## src/rtl/i2cm_pkg.sv

```systemverilog
// Shared types and register offsets for the two-wire bus controller.
package i2cm_pkg;

    typedef enum logic [1:0] {
        OP_START = 2'd0,
        OP_BIT   = 2'd1,
        OP_STOP  = 2'd2
    } phy_op_e;

    typedef enum logic [3:0] {
        S_IDLE, S_START, S_ABIT, S_AACK, S_WLOAD, S_WBIT, S_WACK,
        S_RWAIT, S_RBIT, S_RACK, S_STOP, S_DONE
    } eng_state_e;

    localparam logic [5:0] OFS_CTL   = 6'h00;
    localparam logic [5:0] OFS_TGT   = 6'h04;
    localparam logic [5:0] OFS_CNT   = 6'h08;
    localparam logic [5:0] OFS_RXD   = 6'h0C;
    localparam logic [5:0] OFS_TXD   = 6'h10;
    localparam logic [5:0] OFS_STAT  = 6'h14;
    localparam logic [5:0] OFS_FLUSH = 6'h2C;

endpackage

```

## src/rtl/i2cm_fifo.sv

```systemverilog
// Synchronous byte queue with level output and a flush input.
// Assumes DEPTH is a power of two and that callers never push when full
// or pop when empty.
module i2cm_fifo #(
    parameter int W     = 8,
    parameter int DEPTH = 16
) (
    input  logic                       clk,
    input  logic                       rst_n,
    input  logic                       flush,
    input  logic                       push,
    input  logic [W-1:0]               wdata,
    input  logic                       pop,
    output logic [W-1:0]               rdata,
    output logic [$clog2(DEPTH):0]     level,
    output logic                       empty,
    output logic                       full
);
    localparam int AW = $clog2(DEPTH);
    localparam int LW = AW + 1;

    logic [W-1:0]  mem [DEPTH];
    logic [AW-1:0] wp, rp;
    logic [LW-1:0] cnt;

    // Storage write.
    always_ff @(posedge clk) begin
        if (push) mem[wp] <= wdata;
    end

    // Pointer and occupancy update.
    always_ff @(posedge clk) begin
        if (!rst_n || flush) begin
            wp  <= '0;
            rp  <= '0;
            cnt <= '0;
        end else begin
            if (push) wp <= wp + 1'b1;
            if (pop)  rp <= rp + 1'b1;
            cnt <= cnt + LW'(push) - LW'(pop);
        end
    end

    assign rdata = mem[rp];
    assign level = cnt;
    assign empty = (cnt == '0);
    assign full  = (cnt == LW'(DEPTH));

    AST_NO_OVERFLOW: assert property (@(posedge clk) disable iff (!rst_n)
        push |-> !full);
    AST_NO_UNDERFLOW: assert property (@(posedge clk) disable iff (!rst_n)
        pop |-> !empty);
endmodule

```

## src/rtl/i2cm_bit_phy.sv

```systemverilog
// Bus-phase sequencer: runs one start, one data bit or one stop per
// command, advancing a phase on each external tick. It keeps its line
// drive between commands, so SCL stays low after a start or a bit.
// Assumes op_go is only raised while busy is low.
module i2cm_bit_phy
    import i2cm_pkg::*;
(
    input  logic    clk,
    input  logic    rst_n,
    input  logic    tick,
    input  logic    op_go,
    input  phy_op_e op_kind,
    input  logic    op_bit,
    input  logic    sda_i,
    output logic    busy,
    output logic    done,
    output logic    rx_bit,
    output logic    scl_o,
    output logic    sda_o
);
    phy_op_e    kind_q;
    logic       bit_q;
    logic [1:0] ph;

    // Line levels {scl, sda} for a given command phase.
    function automatic logic [1:0] drive(phy_op_e k, logic [1:0] p, logic b);
        case (k)
            OP_START: case (p)
                2'd0:    drive = 2'b01;
                2'd1:    drive = 2'b11;
                2'd2:    drive = 2'b10;
                default: drive = 2'b00;
            endcase
            OP_BIT:   drive = {p[0], b};
            default:  case (p)
                2'd0:    drive = 2'b00;
                2'd1:    drive = 2'b10;
                default: drive = 2'b11;
            endcase
        endcase
    endfunction

    // Index of the final phase of each command.
    function automatic logic [1:0] last_ph(phy_op_e k);
        case (k)
            OP_START: last_ph = 2'd3;
            OP_BIT:   last_ph = 2'd1;
            default:  last_ph = 2'd2;
        endcase
    endfunction

    // Phase stepping, line drive and bit sampling.
    always_ff @(posedge clk) begin
        if (!rst_n) begin
            busy   <= 1'b0;
            done   <= 1'b0;
            rx_bit <= 1'b0;
            ph     <= '0;
            kind_q <= OP_STOP;
            bit_q  <= 1'b1;
            scl_o  <= 1'b1;
            sda_o  <= 1'b1;
        end else begin
            done <= 1'b0;
            if (!busy && op_go) begin
                busy   <= 1'b1;
                kind_q <= op_kind;
                bit_q  <= op_bit;
                ph     <= '0;
                {scl_o, sda_o} <= drive(op_kind, 2'd0, op_bit);
            end else if (busy && tick) begin
                if (ph == last_ph(kind_q)) begin
                    busy <= 1'b0;
                    done <= 1'b1;
                    if (kind_q == OP_BIT) begin
                        rx_bit <= sda_i;
                        scl_o  <= 1'b0;
                    end
                end else begin
                    ph <= ph + 2'd1;
                    {scl_o, sda_o} <= drive(kind_q, ph + 2'd1, bit_q);
                end
            end
        end
    end

    AST_DONE_ENDS_BUSY: assert property (@(posedge clk) disable iff (!rst_n)
        done |-> !busy);
endmodule

```

## src/rtl/i2cm_engine.sv

```systemverilog
// Byte sequencer: start, address byte, data bytes with acknowledge
// slots, then an optional stop. It parks the bus (SCL low) while a
// queue is not ready. Issues one phy command at a time and waits for
// its done pulse before moving on.
module i2cm_engine
    import i2cm_pkg::*;
#(
    parameter int CNT_W = 8
) (
    input  logic             clk,
    input  logic             rst_n,
    input  logic             go,
    input  logic [7:0]       tgt_byte,
    input  logic             dir_rd,
    input  logic [CNT_W-1:0] count,
    input  logic             hold,
    input  logic             tx_empty,
    input  logic [7:0]       tx_data,
    output logic             tx_pop,
    input  logic             rx_full,
    output logic             rx_push,
    output logic [7:0]       rx_data,
    input  logic             phy_busy,
    input  logic             phy_done,
    input  logic             phy_rx,
    output logic             op_go,
    output phy_op_e          op_kind,
    output logic             op_bit,
    output logic             busy,
    output logic             stalled,
    output logic             ev_done,
    output logic             ev_nack
);
    eng_state_e       st;
    logic [7:0]       sh;
    logic [2:0]       bitcnt;
    logic [CNT_W-1:0] rem;
    logic             dir_q;
    logic             issued;
    logic             need_op;

    // State that follows an acknowledged byte, given the bytes left.
    function automatic eng_state_e after(logic [CNT_W-1:0] r, logic h, logic d);
        if (r == '0)  after = h ? S_DONE : S_STOP;
        else if (d)   after = S_RWAIT;
        else          after = S_WLOAD;
    endfunction

    // Command selection for the current state.
    always_comb begin
        need_op = (st == S_START) || (st == S_ABIT) || (st == S_AACK) ||
                  (st == S_WBIT)  || (st == S_WACK) || (st == S_RBIT) ||
                  (st == S_RACK)  || (st == S_STOP);
        op_kind = (st == S_START) ? OP_START : (st == S_STOP) ? OP_STOP : OP_BIT;
        case (st)
            S_ABIT, S_WBIT: op_bit = sh[7];
            S_RACK:         op_bit = (rem == CNT_W'(1));
            default:        op_bit = 1'b1;
        endcase
    end

    assign op_go   = need_op && !issued && !phy_busy;
    assign tx_pop  = (st == S_WLOAD) && !tx_empty;
    assign rx_push = (st == S_RBIT) && phy_done && (bitcnt == 3'd7);
    assign rx_data = {sh[6:0], phy_rx};
    assign busy    = (st != S_IDLE);
    assign stalled = (st == S_WLOAD && tx_empty) || (st == S_RWAIT && rx_full);
    assign ev_done = (st == S_DONE);

    // Sequencing of the transfer.
    always_ff @(posedge clk) begin
        if (!rst_n) begin
            st      <= S_IDLE;
            sh      <= '0;
            bitcnt  <= '0;
            rem     <= '0;
            dir_q   <= 1'b0;
            issued  <= 1'b0;
            ev_nack <= 1'b0;
        end else begin
            ev_nack <= 1'b0;
            if (op_go)    issued <= 1'b1;
            if (phy_done) issued <= 1'b0;
            case (st)
                S_IDLE: if (go) begin
                    st     <= S_START;
                    dir_q  <= dir_rd;
                    rem    <= count;
                    sh     <= {tgt_byte[7:1], dir_rd};
                    bitcnt <= '0;
                end
                S_START: if (phy_done) st <= S_ABIT;
                S_ABIT, S_WBIT: if (phy_done) begin
                    sh     <= {sh[6:0], 1'b0};
                    bitcnt <= bitcnt + 3'd1;
                    if (bitcnt == 3'd7) st <= (st == S_ABIT) ? S_AACK : S_WACK;
                end
                S_AACK: if (phy_done) begin
                    if (phy_rx) begin
                        ev_nack <= 1'b1;
                        st      <= S_STOP;
                    end else begin
                        st <= after(rem, hold, dir_q);
                    end
                end
                S_WLOAD: if (!tx_empty) begin
                    sh     <= tx_data;
                    bitcnt <= '0;
                    st     <= S_WBIT;
                end
                S_WACK: if (phy_done) begin
                    if (phy_rx) begin
                        ev_nack <= 1'b1;
                        st      <= S_STOP;
                    end else begin
                        rem <= rem - 1'b1;
                        st  <= after(rem - 1'b1, hold, dir_q);
                    end
                end
                S_RWAIT: if (!rx_full) begin
                    bitcnt <= '0;
                    st     <= S_RBIT;
                end
                S_RBIT: if (phy_done) begin
                    sh     <= {sh[6:0], phy_rx};
                    bitcnt <= bitcnt + 3'd1;
                    if (bitcnt == 3'd7) st <= S_RACK;
                end
                S_RACK: if (phy_done) begin
                    rem <= rem - 1'b1;
                    st  <= after(rem - 1'b1, hold, dir_q);
                end
                S_STOP: if (phy_done) st <= S_DONE;
                default: st <= S_IDLE;
            endcase
        end
    end

    AST_RX_PUSH_ROOM: assert property (@(posedge clk) disable iff (!rst_n)
        rx_push |-> !rx_full);
    AST_ONE_OP_AT_A_TIME: assert property (@(posedge clk) disable iff (!rst_n)
        op_go |-> !phy_busy);
endmodule

```

## src/rtl/i2c_fifo_master.sv

```systemverilog
// Top of the two-wire bus controller: register port, the two byte
// queues, interrupt flags, the byte sequencer and the phase sequencer.
// Assumes an external timing block pulses tick once per bus phase and
// that the pads turn scl_o/sda_o = 0 into a pulled-low line.
module i2c_fifo_master
    import i2cm_pkg::*;
#(
    parameter int Q_DEPTH = 16,
    parameter int CNT_W   = 8
) (
    input  logic        clk,
    input  logic        rst_n,
    input  logic        reg_wr,
    input  logic        reg_rd,
    input  logic [5:0]  reg_addr,
    input  logic [31:0] reg_wdata,
    output logic [31:0] reg_rdata,
    output logic        irq,
    input  logic        tick,
    output logic        scl_o,
    output logic        sda_o,
    input  logic        scl_i,
    input  logic        sda_i
);
    localparam int LW = $clog2(Q_DEPTH) + 1;

    // Control fields.
    logic             c_start, c_ie, c_en, c_dir, c_aeie, c_afie, c_hold;
    logic [3:0]       c_ael, c_afl;
    logic [7:0]       tgt_q;
    logic [CNT_W-1:0] cnt_q;
    logic             start_q, st_pend, st_nack;

    // Queue and engine wiring.
    logic          tx_push, tx_pop, tx_empty, tx_full;
    logic [7:0]    tx_data;
    logic [LW-1:0] tx_lvl;
    logic          rx_push, rx_pop, rx_empty, rx_full;
    logic [7:0]    rx_wdata, rx_data;
    logic [LW-1:0] rx_lvl;
    logic          flush, go;
    logic          eng_busy, stalled, ev_done, ev_nack;
    logic          op_go, op_bit, phy_busy, phy_done, phy_rx;
    phy_op_e       op_kind;
    logic          lvl_hit, unused_bits;

    assign flush   = reg_wr && reg_addr == OFS_FLUSH && reg_wdata[0];
    assign tx_push = reg_wr && reg_addr == OFS_TXD && !tx_full;
    assign rx_pop  = reg_rd && reg_addr == OFS_RXD && !rx_empty;
    assign go      = c_start && !start_q && c_en && !eng_busy;
    assign lvl_hit = (c_aeie && tx_lvl <= LW'(c_ael)) ||
                     (c_afie && rx_lvl >= LW'(c_afl));
    assign irq     = st_pend && c_ie;
    assign unused_bits = ^{reg_wdata[31:21], reg_wdata[11], reg_wdata[8:4]};

    // Configuration registers written by software.
    always_ff @(posedge clk) begin
        if (!rst_n) begin
            {c_start, c_ie, c_en, c_dir, c_aeie, c_afie, c_hold} <= '0;
            c_ael <= '0;
            c_afl <= '0;
            tgt_q <= '0;
            cnt_q <= '0;
        end else if (reg_wr) begin
            case (reg_addr)
                OFS_CTL: begin
                    c_start <= reg_wdata[0];
                    c_ie    <= reg_wdata[1];
                    c_en    <= reg_wdata[2];
                    c_dir   <= reg_wdata[3];
                    c_aeie  <= reg_wdata[9];
                    c_afie  <= reg_wdata[10];
                    c_ael   <= reg_wdata[15:12];
                    c_afl   <= reg_wdata[19:16];
                    c_hold  <= reg_wdata[20];
                end
                OFS_TGT: tgt_q <= reg_wdata[7:0];
                OFS_CNT: cnt_q <= reg_wdata[CNT_W-1:0];
                default: ;
            endcase
        end
    end

    // Start-edge history and sticky flags (write zero to clear).
    always_ff @(posedge clk) begin
        if (!rst_n) begin
            start_q <= 1'b0;
            st_pend <= 1'b0;
            st_nack <= 1'b0;
        end else begin
            start_q <= c_start;
            if (reg_wr && reg_addr == OFS_STAT) begin
                st_pend <= (st_pend && reg_wdata[2]) || ev_done || ev_nack || lvl_hit;
                st_nack <= (st_nack && reg_wdata[1]) || ev_nack;
            end else begin
                st_pend <= st_pend || ev_done || ev_nack || lvl_hit;
                st_nack <= st_nack || ev_nack;
            end
        end
    end

    // Register read mux.
    always_comb begin
        case (reg_addr)
            OFS_CTL:  reg_rdata = {11'd0, c_hold, c_afl, c_ael, 1'b0, c_afie,
                                   c_aeie, 5'd0, c_dir, c_en, c_ie, c_start};
            OFS_TGT:  reg_rdata = {24'd0, tgt_q};
            OFS_CNT:  reg_rdata = {{(32-CNT_W){1'b0}}, cnt_q};
            OFS_RXD:  reg_rdata = {24'd0, rx_data};
            OFS_STAT: reg_rdata = {10'd0, sda_i, scl_i, 15'd0, rx_full, tx_empty,
                                   st_pend, st_nack, eng_busy};
            default:  reg_rdata = {31'd0, unused_bits & 1'b0};
        endcase
    end

    i2cm_fifo #(.W(8), .DEPTH(Q_DEPTH)) u_txq (
        .clk(clk), .rst_n(rst_n), .flush(flush), .push(tx_push),
        .wdata(reg_wdata[7:0]), .pop(tx_pop), .rdata(tx_data),
        .level(tx_lvl), .empty(tx_empty), .full(tx_full)
    );

    i2cm_fifo #(.W(8), .DEPTH(Q_DEPTH)) u_rxq (
        .clk(clk), .rst_n(rst_n), .flush(flush), .push(rx_push),
        .wdata(rx_wdata), .pop(rx_pop), .rdata(rx_data),
        .level(rx_lvl), .empty(rx_empty), .full(rx_full)
    );

    i2cm_engine #(.CNT_W(CNT_W)) u_eng (
        .clk(clk), .rst_n(rst_n), .go(go), .tgt_byte(tgt_q), .dir_rd(c_dir),
        .count(cnt_q), .hold(c_hold), .tx_empty(tx_empty), .tx_data(tx_data),
        .tx_pop(tx_pop), .rx_full(rx_full), .rx_push(rx_push),
        .rx_data(rx_wdata), .phy_busy(phy_busy), .phy_done(phy_done),
        .phy_rx(phy_rx), .op_go(op_go), .op_kind(op_kind), .op_bit(op_bit),
        .busy(eng_busy), .stalled(stalled), .ev_done(ev_done), .ev_nack(ev_nack)
    );

    i2cm_bit_phy u_phy (
        .clk(clk), .rst_n(rst_n), .tick(tick), .op_go(op_go),
        .op_kind(op_kind), .op_bit(op_bit), .sda_i(sda_i), .busy(phy_busy),
        .done(phy_done), .rx_bit(phy_rx), .scl_o(scl_o), .sda_o(sda_o)
    );

    AST_START_NEEDS_EN: assert property (@(posedge clk) disable iff (!rst_n)
        $rose(eng_busy) |-> $past(c_en));
    AST_DONE_SETS_PEND: assert property (@(posedge clk) disable iff (!rst_n)
        ev_done |=> st_pend);
    AST_NACK_FLAGGED: assert property (@(posedge clk) disable iff (!rst_n)
        ev_nack |=> st_nack);
    AST_STALL_SCL_LOW: assert property (@(posedge clk) disable iff (!rst_n)
        stalled |-> !scl_o);
endmodule

```

## config.mk

```make
export PLATFORM = sky130hd
export DESIGN_NAME = i2c_fifo_master
export DESIGN_NICKNAME = d
export VERILOG_FILES = /design/src/rtl/i2cm_pkg.sv /design/src/rtl/i2cm_fifo.sv /design/src/rtl/i2cm_bit_phy.sv /design/src/rtl/i2cm_engine.sv /design/src/rtl/i2c_fifo_master.sv
export SDC_FILE = /design/constraint.sdc
export NUM_CORES = 1
export LEC_CHECK = 0
export CAP_MARGIN = 0
export CORE_MARGIN = 5
export CORE_UTILIZATION = 40
export DETAILED_ROUTE_END_ITERATION = 8
export DONT_BUFFER_PORTS = 1
export GPL_TIMING_DRIVEN = 0
export SYNTH_ARGS = -nofsm -noshare
export SYNTH_HDL_FRONTEND = slang
export SYNTH_SLANG_ARGS = --single-unit
```

## constraint.sdc

```tcl
create_clock -name clk -period 3.6 [get_ports clk]
set_input_delay 0.72 -clock clk [delete_from_list [all_inputs] [get_ports clk]]
set_output_delay 0.72 -clock clk [all_outputs]
set_load 0.01 [all_outputs]
```

After elaboration in Yosys (flattened, before gate mapping)
Memories as Yosys holds them, arrays and structs flattened. A register that Yosys moved wholly into a read port is not among the register bits. Cells that the tools add are included.

Bits in registers: 96. Memory bits (writable): 256. Input port bits: 45. Output and inout port bits: 35. Word-level logic and storage cells: 247. Memories kept: 2.

Add/sub/neg operators: 11. Magnitude comparators: 2. Eq/ne operators: 42. Multiplexer cells: 69. Bitwise logic cells: 4. Reduce and logical (&&, ||, !) cells: 82.

Memory list: u_rxq.mem (words 16, bits a word 8, read ports 1, clocked after memory_dff 1, write ports 1, RTL line i2cm_fifo.sv:22) `logic [W-1:0] mem [DEPTH];`; u_txq.mem (words 16, bits a word 8, read ports 1, clocked after memory_dff 1, write ports 1, RTL line i2cm_fifo.sv:22).

Operators with widths (number): 22-bit one-hot mux with 5 select lines (1); 4-bit two-way mux (20); 8-bit two-way mux (8); 4-bit one-hot mux with 10 select lines (1); 8-bit one-hot mux with 4 select lines (1); 8-bit one-hot mux with 3 select lines (1); 1-bit logical AND (22); 2-bit by 1-bit != test with 1-bit output (second input constant) (10); 1-bit two-way mux (19); 1-bit logical OR (17); 4-bit by 1-bit adder with 4-bit output (second input constant) (4); 4-bit by 3-bit equality test with 1-bit output (second input constant) (4); 4-bit equality test (second input constant) (4); 8-bit logical NOT (2); 2-bit AND reduction (8); 3-bit two-way mux (5); 5-bit AND reduction (3); 6-bit by 4-bit equality test with 1-bit output (second input constant) (2); 6-bit by 5-bit equality test with 1-bit output (second input constant) (2); 2-bit two-way mux (6); 2-bit one-hot mux with 2 select lines (3); 3-bit one-hot mux with 4 select lines (1); 12-bit AND reduction (1); 4-bit nonzero test (3); other kinds (33) (62).

Logic depth before layout (Yosys ltp)
Depth in word-level cells: 17. Mapped depth: 15. Depth with buffers taken out: 15.

Modules after synthesis
Synthesis repeated with hierarchy kept, for this count alone.

Cells, all modules: 1137. Area total of the unflattened synthesis: 16121.7 um2.

By module, submodules not included: i2cm_fifo (instances 2, cells an instance 299, area an instance 5786.8 um2, sequential area each 4184.0 um2); i2c_fifo_master (instances 1, cells an instance 208, area an instance 2040.7 um2, sequential area each 680.7 um2); i2cm_engine (instances 1, cells an instance 276, area an instance 1983.2 um2, sequential area each 520.5 um2); i2cm_bit_phy (instances 1, cells an instance 55, area an instance 524.3 um2, sequential area each 200.2 um2).

Worst setup path before layout
OpenSTA, ideal clock, no wires.

Path kind: input -> register. Start: input port reg_addr[1]. End: register u_rxq.cnt[4] (netlist: u_rxq.level[4]). Library setup time: 0.160 ns. Data arrival time: 3.171 ns. Data required time: 3.440 ns. Slack: 0.269 ns. Cell stages on the path: 15. Path buffers: 2. Cells stage by stage: or2_1 clkbuf_1 or4_1 clkbuf_1 nor2_2 ha_1 inv_1 ha_1 inv_1 fa_1 inv_1 a21oi_1 nor2_1 or3_1 a21oi_1.

Cells in the longest elaborated chain, start to end: 4. Elaborated cells on any way between the ends: 8. Classes of those cells: add/sub (1); eq/ne (2); reduce/logical (5).

RTL lines: from (decl) (RTL line i2c_fifo_master.sv:15) `input logic [5:0] reg_addr,`; 6-bit by 4-bit equality test with 1-bit output (RTL line i2c_fifo_master.sv:49) `assign rx_pop = reg_rd && reg_addr == OFS_RXD && !rx_empty;`; 1-bit logical AND (2 in a row) (RTL line i2c_fifo_master.sv:49); named net rx_pop (RTL line i2c_fifo_master.sv:38) `logic rx_push, rx_pop, rx_empty, rx_full;`; 5-bit by 1-bit subtractor with 5-bit output (RTL line i2cm_fifo.sv:40) `cnt <= cnt + LW'(push) - LW'(pop);`; to (signal assigned) (RTL line i2cm_fifo.sv:40); to (decl) (RTL line i2cm_fifo.sv:24) `logic [LW-1:0] cnt;`.

The timed path passes the listed nets, and every way through them passes these cells. A chain may end at the register's enable or synchronous reset.

Worst setup path after layout
Start: register u_eng.st[3]. End: memory u_rxq.mem[2][7], enable pin.

Cells in the longest elaborated chain, start to end: 5.

RTL lines: from (decl) (RTL line i2cm_engine.sv:34) `eng_state_e st;`; from (signal assigned) (RTL line i2cm_engine.sv:96) `if (bitcnt == 3'd7) st <= (st == S_ABIT) ? S_AACK : S_WACK;`; from (signal assigned) (RTL line i2cm_engine.sv:103) `st <= after(rem, hold, dir_q);`; from (signal assigned) (RTL line i2cm_engine.sv:117) `st <= after(rem - 1'b1, hold, dir_q);`; 4-bit equality test (RTL line i2cm_engine.sv:64) `assign rx_push = (st == S_RBIT) && phy_done && (bitcnt == 3'd7);`; 1-bit logical AND (2 in a row) (RTL line i2cm_engine.sv:64); 1-bit two-way mux (RTL line i2cm_fifo.sv:28) `if (push) mem[wp] <= wdata;`; 1-bit two-way mux (implied by the code) (RTL line i2cm_fifo.sv:28); to (decl) (RTL line i2cm_fifo.sv:22).

Every way passes these cells.

==> impl_metrics.py <==
metrics = {
    "global_routing": {
        "overflow": 0,
        "grt_antenna_before_repair": 1,
        "grt_pass1_vias": 9635,
        "grt.total_usage_pct": 17.17,
        "grt_max_degree": 23,
        "grt_pass1_wl_mm": 58.77,
    },
    "drt": {
        "wl_per_cell_um": 20.96,
        "ant_nets": 0,
        "wl_met3_mm": 2.271,
        "via_per_inst": 5.434,
        "firstDrtPassIters": 5,
        "drt_iter0_markers": 700,
        "wl_mm": 37.80,
        "highest_layer": "met4",
        "wirelength_met1_mm": 16.13,
        "drc_errors": 0,
        "route.vias.total": 9803,
        "dr_wl_met2_mm": 18.58,
    },
    "floorplanning": {
        "start_util_pct": 40.22,
        "die_area_sq_mm": 0.04385,
        "std_cell_rows": 73,
        "io_pins": 80,
        "dieWidth_um": 209.4,
        "chipHeight_um": 209.4,
        "core-area_sq_mm": 0.03955,
    },
    "yosys": {
        "synth.distinct_cells": 72,
        "ys_top_cells_by_area": "edfxtp_1 (48%), dfxtp_1 (13%), mux4_2 (10%)",
        "netlist_top_cells_count": "edfxtp_1 (256), nor2_1 (110), dfxtp_1 (104), nand2_1 (89), a21oi_1 (76)",
        "syn_area_sq_mm": 0.01591,
        "synth_warnings": 0,
        "syn_area_per_cell_sq_um": 13.32,
        "synth_top_cell_area_share_pct": 48.33,
        "synth_ff_type": "edfxtp_1",
        "synth-edff-count": 256,
        "synth_largest_area_cell": "edfxtp_1",
        "syn_inst": 1194,
        "synth_most_common_cell": "edfxtp_1",
        "synth_seq_cells": 360,
        "ys_seq_area_share_pct": 61.42,
        "async_flop_share_pct": 0,
    },
    "critical_path": {
        "critPathLaunchType": "flop",
        "r2r_setup_slack_ns": 0.11,
        "worstPathMaxFanout": 10,
        "cp.required_ns": 3.72,
        "timing.rr.start": "u_eng.st[3]",
        "cp.arrival_ns": 3.61,
        "rr_worst_depth": 6,
        "cp-end-kind": "flop",
        "critPathKind": "flop to flop",
        "reg2reg_to": "u_rxq.mem[2][7]",
    },
    "placement": {
        "dp.cells": 1733,
        "port_buffers": 0,
        "place_ws_ns": -0.2497,
        "place_congestion": 0.8994,
        "dp_hpwl_mm": 27.11,
    },
    "timing": {
        "fin_crit_sh_pct": 96.89,
        "maxSlewHeadroom_pct": 7.145,
        "worstMarginPinSlew_ns": 1.382,
        "rsz0062_at_grt": "false",
        "setup_viol": 0,
        "period_minus_slack_ns": 3.488,
        "slew_violations": 0,
        "fmax_mhz": 286.7,
        "fin_skew_ns": 0.03035,
        "worst_slack_ns": 0.1118,
        "hold_viol": 0,
    },
    "min_path": {
        "hold_depth": 0,
        "hold_path_class": "primary input to flop",
        "worstHoldStart": "reg_wdata[7]",
        "holdPathEnd": "u_txq.mem[6][7]",
    },
    "pwr": {
        "pwr-share-clk_pct": 38.2,
        "switching_power_mw": 2.760,
        "internal_power_mw": 7.662,
        "leakage_nw": 5.836,
        "comb_power_share_pct": 15.4,
        "swShare_pct": 26.48,
        "peakVddDrop_mv": 0.4253,
        "seq_power_share_pct": 46.4,
        "powerDensity_mw_per_mm2": 579.2,
    },
    "layout": {
        "fin_nets": 1334,
        "antenna_cells": 0,
        "drive_gt1_share_pct": 15.64,
        "finalNonFillerCells": 1804,
        "area_delta_synth_final_pct": 13.12,
    },
    "status": {
        "status": "completed",
    },
    "clocking": {
        "clk_pin_slew_worst_paths_ns": 0.06,
        "cts_buffer_depth": 3,
        "htreeDepth": 2,
        "cts_tree": "yes",
        "cts-root-buf": "clkbuf_16",
        "clkLatencyLatePin_ns": 0.54,
        "cts.sinks": 360,
        "cts_made_buffers": 38,
    },
    "job": {
        "cap_violations": 0,
    },
}
## repair_timing
item                       4_1_cts  5_1_grt
setup buffers                    0        4
gates resized for setup         11        6
pin swaps                        0        1
hold buffers                     0        0
cloned                           0        0
setup endpoints to repair       10        6
## cell usage in the layout, fill, tap and decap left out, types with 7 or more instances in the layout
cell,count
xnor2_1,8
nor2_1,110
buf_4,18
o31ai_1,7
mux4_2,72
nand2_1,89
mux2i_1,28
xor2_1,15
inv_1,48
o221ai_1,8
edfxtp_1,256
nand3_1,27
nor2b_1,16
a22oi_1,16
buf_2,18
and2_1,8
buf_1,10
dfxtp_1,104
o221a_2,10
conb_1,12
a21oi_1,76
nor3_1,28
clkbuf_16,39
o21ai_0,42
ha_1,37
nand2b_1,17
clkbuf_1,42
## sequential cells by signal (all words and copies together) (netlist names), 5 cells and up, named ones only
signal	count
u_eng.rem	8
u_eng.sh	8
u_txq.level	5
u_rxq.mem	128
u_rxq.level	5
u_txq.mem	128
tgt_q	8
cnt_q	8
## stage by stage
step / instance area (sq um) / total power [mW] / utilization [%] / hold slack, ns / TNS (ns)
floorplan: 15950 / 6.055 / - / 0.4253 / 0
global placement: 16600 / 6.497 / 41.98 / 0.4431 / -1.252
detailed placement: 16630 / 6.513 / 42.04 / 0.4481 / -1.984
CTS: 17940 / 10.50 / 45.35 / 0.2568 / -0.02583
global route: 17990 / 10.89 / 45.50 / 0.2515 / 0
finish: 17990 / 10.42 / 45.50 / 0.2778 / 0
## area by class of cell
type / instances / area, sq um
plain buffers: 78 / 396.6
clock buffers: 49 / 1023
clock inverters: 20 / 255.2
fillers: 3501 / 21560
inverters: 49 / 183.9
multi-input cells: 716 / 5660
flip-flops and latches: 360 / 9769
well taps: 525 / 656.9
repair buffers: 7 / 47.55
## worst max-delay path by stage
stage | from | to | slack [ns]
3_3_place_gp | reg_addr[1] | u_rxq.level[4] | -0.22
3_5_place_dp | u_txq.level[3] | u_txq.level[4] | -0.25
2_1_floorplan | reg_addr[1] | u_rxq.level[4] | 0.27
4_1_cts | reg_addr[1] | reg_rdata[0] | -0.03
5_1_grt | reg_addr[1] | reg_rdata[0] | 0.02
6_report | u_eng.st[3] | u_rxq.mem[2][7] | 0.11
## per-layer routing
| metal | track usage [%] | up-vias |
|---|---|---|
| met4 | 4.433 | 0 |
| met5 | 0 | - |
| met2 | 28.81 | 270 |
| met3 | 3.857 | 62 |
| li1 | - | 4582 |
| met1 | 22.76 | 4889 |
## logic make-up (layout without fill, tap and decap cells)
| logic type | after synthesis | after routing | share of synthesized area [%] |
|---|---|---|---|
| DFF | 360 | 360 | 61.42 |
| and+or+nand+nor | 336 | 336 | 10.27 |
| AOI/OAI and AO/OA | 204 | 204 | 8.236 |
| buffers and inverters | 129 | 203 | 3.532 |
| muxes | 102 | 102 | 12.10 |
| adders and majority gates | 39 | 39 | 3.162 |
| xor gates and xnor gates | 23 | 23 | 1.266 |
| other | 1 | 12 | 0.02358 |
## power by group through the flow
stage                     combinational, mW  sequential (mW)  clock (mW)
after floorplan                        1.22             4.83           0
after global placement                 1.58             4.92           0
after detailed placement               1.59             4.93           0
after CTS                              1.60             4.84        4.06
after global routing                   1.78             4.86        4.25
final                                  1.60             4.84        3.98
## critical path, stage by stage, from the launching register on
cell and delay, ns:
dfxtp_1 0.38, buf_2 0.24, buf_2 0.25, nand2_1 0.20, nor3_2 0.65, nand2_1 0.26, nor3_1 1.10
Note: power is estimated with default switching activity, not from simulation.
